<file path="src/rtl/sdbg_pkg.sv">
package sdbg_pkg;

   typedef enum logic [1:0] {
      ENG_IDLE = 2'd0,
      ENG_RX   = 2'd1,
      ENG_TX   = 2'd2
   } eng_state_e;

endpackage

</file>
<file path="src/rtl/sdbg_sync.sv">
// Multi-stage synchroniser for the wire plus falling-edge detect.
module sdbg_sync #(
   parameter int STAGES = 2
) (
   input  logic clk,
   input  logic rst_n,
   input  logic line_i,
   output logic line_s_o,
   output logic fall_o
);
   logic [STAGES-1:0] chain_q;
   logic              prev_q;

   for (genvar s = 0; s < STAGES; s++) begin : g_stage
      if (s == 0) begin : g_first
         always_ff @(posedge clk or negedge rst_n) begin
            if (!rst_n) chain_q[0] <= 1'b1;
            else        chain_q[0] <= line_i;
         end
      end else begin : g_next
         always_ff @(posedge clk or negedge rst_n) begin
            if (!rst_n) chain_q[s] <= 1'b1;
            else        chain_q[s] <= chain_q[s-1];
         end
      end
   end

   always_ff @(posedge clk or negedge rst_n) begin
      if (!rst_n) prev_q <= 1'b1;
      else        prev_q <= chain_q[STAGES-1];
   end

   assign line_s_o = chain_q[STAGES-1];
   assign fall_o   = prev_q && !chain_q[STAGES-1];
endmodule

</file>
<file path="src/rtl/sdbg_bit_timer.sv">
// Bit phase counter started by host edges, plus host-silence gap counter.
module sdbg_bit_timer #(
   parameter int BIT_CYCLES     = 16,
   parameter int TIMEOUT_CYCLES = 512,
   parameter int PW             = 4,
   parameter int GW             = 9
) (
   input  logic          clk,
   input  logic          rst_n,
   input  logic          run_i,
   input  logic          fall_i,
   output logic [PW-1:0] phase_o,
   output logic          active_o,
   output logic          bit_end_o,
   output logic          expire_o
);
   logic [PW-1:0] phase_q;
   logic          active_q;
   logic [GW-1:0] gap_q;

   assign bit_end_o = active_q && (phase_q == PW'(BIT_CYCLES - 1));
   assign expire_o  = run_i && !fall_i && (gap_q == GW'(TIMEOUT_CYCLES - 1));
   assign phase_o   = phase_q;
   assign active_o  = active_q;

   always_ff @(posedge clk or negedge rst_n) begin
      if (!rst_n) begin
         phase_q  <= '0;
         active_q <= 1'b0;
         gap_q    <= '0;
      end else if (!run_i) begin
         phase_q  <= '0;
         active_q <= 1'b0;
         gap_q    <= '0;
      end else begin
         gap_q <= fall_i ? '0 : gap_q + 1'b1;
         if (fall_i && (!active_q || bit_end_o)) begin
            active_q <= 1'b1;
            phase_q  <= PW'(1);
         end else if (bit_end_o) begin
            active_q <= 1'b0;
            phase_q  <= '0;
         end else if (active_q) begin
            phase_q <= phase_q + 1'b1;
         end
      end
   end
endmodule

</file>
<file path="src/rtl/sdbg_shifter.sv">
// Transmit and receive shift registers with remaining-bit count.
module sdbg_shifter #(
   parameter int SHORT_BITS = 8,
   parameter int LONG_BITS  = 16,
   parameter int CW         = 5
) (
   input  logic                 clk,
   input  logic                 rst_n,
   input  logic                 load_i,
   input  logic                 long_i,
   input  logic [LONG_BITS-1:0] tx_data_i,
   input  logic                 sample_i,
   input  logic                 sample_val_i,
   input  logic                 advance_i,
   input  logic                 clear_i,
   output logic                 tx_bit_o,
   output logic                 last_o,
   output logic [LONG_BITS-1:0] rx_data_o
);
   localparam int ALIGN = LONG_BITS - SHORT_BITS;

   logic [LONG_BITS-1:0] tx_q;
   logic [LONG_BITS-1:0] rx_q;
   logic [CW-1:0]        left_q;

   always_ff @(posedge clk or negedge rst_n) begin
      if (!rst_n) begin
         tx_q   <= '0;
         rx_q   <= '0;
         left_q <= '0;
      end else if (load_i) begin
         tx_q   <= long_i ? tx_data_i : (tx_data_i << ALIGN);
         rx_q   <= '0;
         left_q <= long_i ? CW'(LONG_BITS) : CW'(SHORT_BITS);
      end else if (clear_i) begin
         left_q <= '0;
      end else begin
         if (sample_i) rx_q <= {rx_q[LONG_BITS-2:0], sample_val_i};
         if (advance_i) begin
            tx_q   <= tx_q << 1;
            left_q <= left_q - 1'b1;
         end
      end
   end

   assign tx_bit_o  = tx_q[LONG_BITS-1];
   assign last_o    = (left_q == CW'(1));
   assign rx_data_o = rx_q;
endmodule

</file>
<file path="src/rtl/sdbg_bit_engine.sv">
module sdbg_bit_engine
   import sdbg_pkg::*;
#(
   parameter int SHORT_BITS     = 8,
   parameter int LONG_BITS      = 16,
   parameter int BIT_CYCLES     = 16,
   parameter int SAMPLE_AT      = 10,
   parameter int ZERO_HOLD_END  = 13,
   parameter int SPEEDUP_AT     = 7,
   parameter int TIMEOUT_CYCLES = 512,
   parameter int SYNC_STAGES    = 2
) (
   input  logic                 clk,
   input  logic                 rst_n,
   input  logic                 start_i,
   input  logic                 dir_tx_i,
   input  logic                 len_word_i,
   input  logic [LONG_BITS-1:0] tx_data_i,
   output logic [LONG_BITS-1:0] rx_data_o,
   output logic                 busy_o,
   output logic                 done_o,
   output logic                 timeout_o,
   input  logic                 line_i,
   output logic                 line_oe_o,
   output logic                 line_o
);
   localparam int PW = $clog2(BIT_CYCLES);
   localparam int GW = $clog2(TIMEOUT_CYCLES);
   localparam int CW = $clog2(LONG_BITS + 1);

   if (SYNC_STAGES < 2) begin : g_bad_sync
      $error("SYNC_STAGES must be at least 2");
   end
   if (SAMPLE_AT < 1 || SAMPLE_AT >= BIT_CYCLES ||
       SPEEDUP_AT < 1 || SPEEDUP_AT >= BIT_CYCLES ||
       ZERO_HOLD_END < 2 || ZERO_HOLD_END >= BIT_CYCLES) begin : g_bad_phase
      $error("bit phase points must lie inside one bit time");
   end
   if (TIMEOUT_CYCLES <= BIT_CYCLES) begin : g_bad_timeout
      $error("TIMEOUT_CYCLES must exceed BIT_CYCLES");
   end
   if (SHORT_BITS < 1 || SHORT_BITS > LONG_BITS) begin : g_bad_len
      $error("SHORT_BITS must be between 1 and LONG_BITS");
   end

   eng_state_e    state_q;
   logic          done_q, timeout_q;
   logic          line_s, fall;
   logic [PW-1:0] phase;
   logic          active, bit_end, expire;
   logic          tx_bit, last_bit;
   logic          run, is_tx, is_rx, load, sample, advance, finishing;
   logic          drive_low, drive_high;

   assign run       = (state_q != ENG_IDLE);
   assign is_tx     = (state_q == ENG_TX);
   assign is_rx     = (state_q == ENG_RX);
   assign load      = start_i && !run;
   assign sample    = is_rx && active && (phase == PW'(SAMPLE_AT));
   assign advance   = run && bit_end;
   assign finishing = advance && last_bit;

   sdbg_sync #(.STAGES(SYNC_STAGES)) u_sync (
      .clk      (clk),
      .rst_n    (rst_n),
      .line_i   (line_i),
      .line_s_o (line_s),
      .fall_o   (fall)
   );

   sdbg_bit_timer #(
      .BIT_CYCLES     (BIT_CYCLES),
      .TIMEOUT_CYCLES (TIMEOUT_CYCLES),
      .PW             (PW),
      .GW             (GW)
   ) u_timer (
      .clk       (clk),
      .rst_n     (rst_n),
      .run_i     (run),
      .fall_i    (fall),
      .phase_o   (phase),
      .active_o  (active),
      .bit_end_o (bit_end),
      .expire_o  (expire)
   );

   sdbg_shifter #(
      .SHORT_BITS (SHORT_BITS),
      .LONG_BITS  (LONG_BITS),
      .CW         (CW)
   ) u_shift (
      .clk          (clk),
      .rst_n        (rst_n),
      .load_i       (load),
      .long_i       (len_word_i),
      .tx_data_i    (tx_data_i),
      .sample_i     (sample),
      .sample_val_i (line_s),
      .advance_i    (advance),
      .clear_i      (expire),
      .tx_bit_o     (tx_bit),
      .last_o       (last_bit),
      .rx_data_o    (rx_data_o)
   );

   always_ff @(posedge clk or negedge rst_n) begin
      if (!rst_n) begin
         state_q   <= ENG_IDLE;
         done_q    <= 1'b0;
         timeout_q <= 1'b0;
      end else begin
         done_q    <= finishing;
         timeout_q <= expire && !finishing;
         if (load)                     state_q <= dir_tx_i ? ENG_TX : ENG_RX;
         else if (finishing || expire) state_q <= ENG_IDLE;
      end
   end

   assign drive_low  = is_tx && active && !tx_bit && (phase < PW'(ZERO_HOLD_END));
   assign drive_high = is_tx && active && tx_bit && (phase == PW'(SPEEDUP_AT));

   assign line_oe_o = drive_low || drive_high;
   assign line_o    = drive_high;
   assign busy_o    = run;
   assign done_o    = done_q;
   assign timeout_o = timeout_q;
endmodule

</file>
<file path="config.mk">
export PLATFORM = sky130hd
export DESIGN_NAME = sdbg_bit_engine
export DESIGN_NICKNAME = d
export VERILOG_FILES = /design/src/rtl/sdbg_pkg.sv /design/src/rtl/sdbg_sync.sv /design/src/rtl/sdbg_bit_timer.sv /design/src/rtl/sdbg_shifter.sv /design/src/rtl/sdbg_bit_engine.sv
export SDC_FILE = /design/constraint.sdc
export NUM_CORES = 1
export LEC_CHECK = 0
export BUFFER_PORTS_ARGS = -buffer_cell sky130_fd_sc_hd__clkbuf_2
export CORE_AREA = 2 2 78 80
export DETAILED_ROUTE_END_ITERATION = 8
export DIE_AREA = 0 0 80 82
export GPL_TIMING_DRIVEN = 0
export PLACE_DENSITY = 0.7
export SLEW_MARGIN = 20
export SYNTH_ARGS = -nofsm -noshare
export SYNTH_HDL_FRONTEND = slang
export SYNTH_HIERARCHICAL = 1
export SYNTH_SLANG_ARGS = --single-unit
</file>
<file path="constraint.sdc">
create_clock -name clk -period 6.01 [get_ports clk]
set_input_delay 1.202 -clock clk [delete_from_list [all_inputs] [get_ports clk]]
set_output_delay 1.202 -clock clk [all_outputs]
set_load 0.01 [all_outputs]
</file>
==> run summary <==
Synthesized area per cell -> 10.56 um2
Tot Pwr -> 1.182 mW
Register-to-register setup slack -> 3.74 ns
Worst Setup Slack post-DPL -> 3.506 ns
Synth top area cells -> dfrtp_1 50%, mux2_2 5.7%, a21oi_1 5.6%
Reg2Reg Depth -> 9
Fillers -> 516
Max_cap viols -> 0
Crit path cell chain -> o211a_1 > a211oi_1 > clkbuf_2
CP required -> 4.81 ns
I/O Buffers -> 41
Final std cells w/o fill -> 396
CP max stage cell -> dfrtp_1
FMAX -> 383.2 MHz
Fin nets -> 343
FF-to-FF Start -> u_timer/gap_q[0]$_DFF_PN0_
Final setup viols -> 0
CTS resizes -> 0
Sink Count -> 58
Post-synthesis async set-or-reset flop share -> 100.0%
GR Util met2 -> 28.42%
Crit. End Element -> output port
Max Transition Viols Final -> 0
Vias in the first global route -> 1898
Global-route wire length before repair -> 8990 um
VDD IR max -> 0.0002294 V
CTS Buf Count -> 9
DR vias -> 2041
Most frequent cells after synthesis -> 55 x dfrtp_1, 41 x nand2_1, 31 x a21oi_1
Post-CTS Setup Repair Bufs -> 0
Skew final -> 0.009326 ns
Crit path launch type -> flop
Placed cells -> 380
Yosys warnings -> 6
Mapped Cells -> 263
Status -> complete, no violations
Seq/Total Area, Yosys -> 52.41%
CTS clk-pin slew, worst paths -> 0.06 ns
Initial DRC Count -> 121
Final hold vios -> 0
Layout cells sized above 1 -> 28.04%
Synthesis-stage register bit count -> 58
Netlist area before placement -> 2776 um2
Grt met3 use -> 5.165%
Max stage delay on crit path -> 0.46 ns
Setup crit start -> u_timer/phase_o[0]$_DFFE_PN0P_
Initial Utilization -> 48.32%
Final period utilization -> 43.42%
GRT Residual Overflow -> 0
Die width -> 80 um
Die Height -> 82 um
Pre-Repair DR Iteration Count -> 4
Drt drc -> 0
Top-count cell post-synth -> dfrtp_1
Initial antenna violation count -> 0
Post-synth EDFFs -> 0
Core area -> 5746 um2
Tmin final -> 2.610 ns
Setup crit end -> line_oe_o
GRT Max-Usage Layer -> met2
PnR worst setup slack -> 3.400 ns
Vias/cell -> 5.154
Share of the synthesized area in the top cell type -> 49.57%
Hold Buf Count CTS -> 0
DP HPWL -> 3758 um
Setup TNS -> 0 ns
P_leak -> 1.569 nW
Synth area leader -> dfrtp_1
Synth Flop Type -> dfrtp_1
Mapped Nets -> 290
RR Endpoint -> u_shift/tx_q[12]$_DFFE_PN0P_
Unrepaired setup endpoints after global routing -> false
Met1 Track Usage GR -> 23.69%
Hold Startpoint -> u_sync/chain_q[0]$_DFF_PN1_
Row count -> 28
N_diodes -> 0
Relative slew slack -> 72.04%
CP Class -> flop to output port
Root buffer cell -> clkbuf_8
DR WL/cell -> 13.38 um
Die ar. -> 6560 um2
GP Congestion -> 0.7517
Largest net degree at the start of global routing -> 48
Worst endpoint data arrival time -> 1.41 ns
Pwr dens -> 361.6 nW/um2
H-tree depth -> 3
Routed Wire Length -> 5298 um
Layout area overhead -> 17.76%
Clk Latency, worst-skew pair -> 0.33 ns
Unique cell type count in the Yosys netlist -> 47
Tot GR Track Use -> 18.05%
Post-layout utilization of the core -> 56.90%
Crit-path max FO -> 8
Top Ports -> 43
DRT antenna net count -> 0
CTS tree -> yes
Tightest Pin Transition -> 0.4135 ns
Worst min path class -> flop to flop
Longest Clk Path Bufs -> 2
## placed cells by master (no fill, tap or decap), types with 2 or more instances in the layout
cell	n
xnor2_1	4
o21ai_0	4
clkinv_2	3
clkbuf_1	4
ha_1	5
nor2_1	20
buf_6	4
nor2b_1	4
xor2_1	4
clkbuf_2	41
and2_1	4
nand3_1	6
nor4b_1	2
buf_2	5
mux2_2	14
or3_1	4
dfrtp_1	55
a211oi_1	2
dfstp_2	3
mux2i_1	9
nand2_1	41
a32o_1	2
clkbuf_8	10
nand2b_1	2
a22o_1	8
a21oi_1	31
inv_1	6
## through the flow
step           instance area, um2  hold slack (ns)
6_report                     3269           0.3638
5_1_grt                      3269           0.3681
4_1_cts                      3269           0.3669
3_5_place_dp                 3105           0.3582
3_3_place_gp                 3075           0.3532
2_1_floorplan                2776           0.3452
## where the power goes
group	internal [mW]	switching, mW	leakage (nW)
clock network	0.159	0.144	0.0872
registers	0.492	0.0864	0.759
logic	0.160	0.140	0.722
total	0.811	0.371	1.57
## worst min-delay path by stage
stage	endpoint	cells past startpoint
final	u_sync/line_s_o$_DFF_PN1_	0
after global routing	u_sync/line_s_o$_DFF_PN1_	0
after CTS	u_sync/line_s_o$_DFF_PN1_	0
after detailed placement	u_sync/line_s_o$_DFF_PN1_	0
after global placement	u_sync/line_s_o$_DFF_PN1_	0
after floorplan	u_sync/line_s_o$_DFF_PN1_	0
## layer usage
metal / up-vias / routed length (um)
met5: - / 0
met3: 9 / 215
met4: 0 / 89
li1: 1017 / -
met2: 38 / 2520
met1: 977 / 2473
## critical path: cells and delay by family (launching register included)
kind                   cells  cell delay, ns
buffers and inverters      1            0.17
AOI/OAI and AO/OA          2            0.44
DFF                        1            0.46
## cell families (layout without fill, tap and decap cells)
kind of cell	count (synthesis)	count (layout)	synth area share, %
and+or+nand+nor	93	93	16.58
xor gates and xnor gates	8	8	2.523
adders and majority gates	5	5	2.253
DFF	58	58	52.41
buffers and inverters	20	78	4.190
muxes	24	24	9.329
AOI/OAI and AO/OA	55	55	12.71
## area by class of cell
| class | instances | area [um2] | area share, % |
|---|---|---|---|
| Clock inverter | 3 | 15.01 | 0.4592 |
| Sequential cell | 58 | 1455 | 44.51 |
| Timing Repair Buffer | 42 | 235.2 | 7.195 |
| Inverter | 7 | 26.28 | 0.8037 |
| Clock buffer | 13 | 148.9 | 4.554 |
| Buffer | 13 | 90.09 | 2.755 |
| Multi-Input combinational cell | 185 | 1205 | 36.85 |
| Tap cell | 75 | 93.84 | 2.870 |
## state kept, by name, summed over array words and instances, names as in the netlist, 2 cells and up
register           flops
u_shift/rx_data_o     16
u_shift/left_q         5
u_timer/gap_q          9
state_q                2
u_shift/tx_q          16
u_timer/phase_o        4
Power figures use the tool's default switching activity.
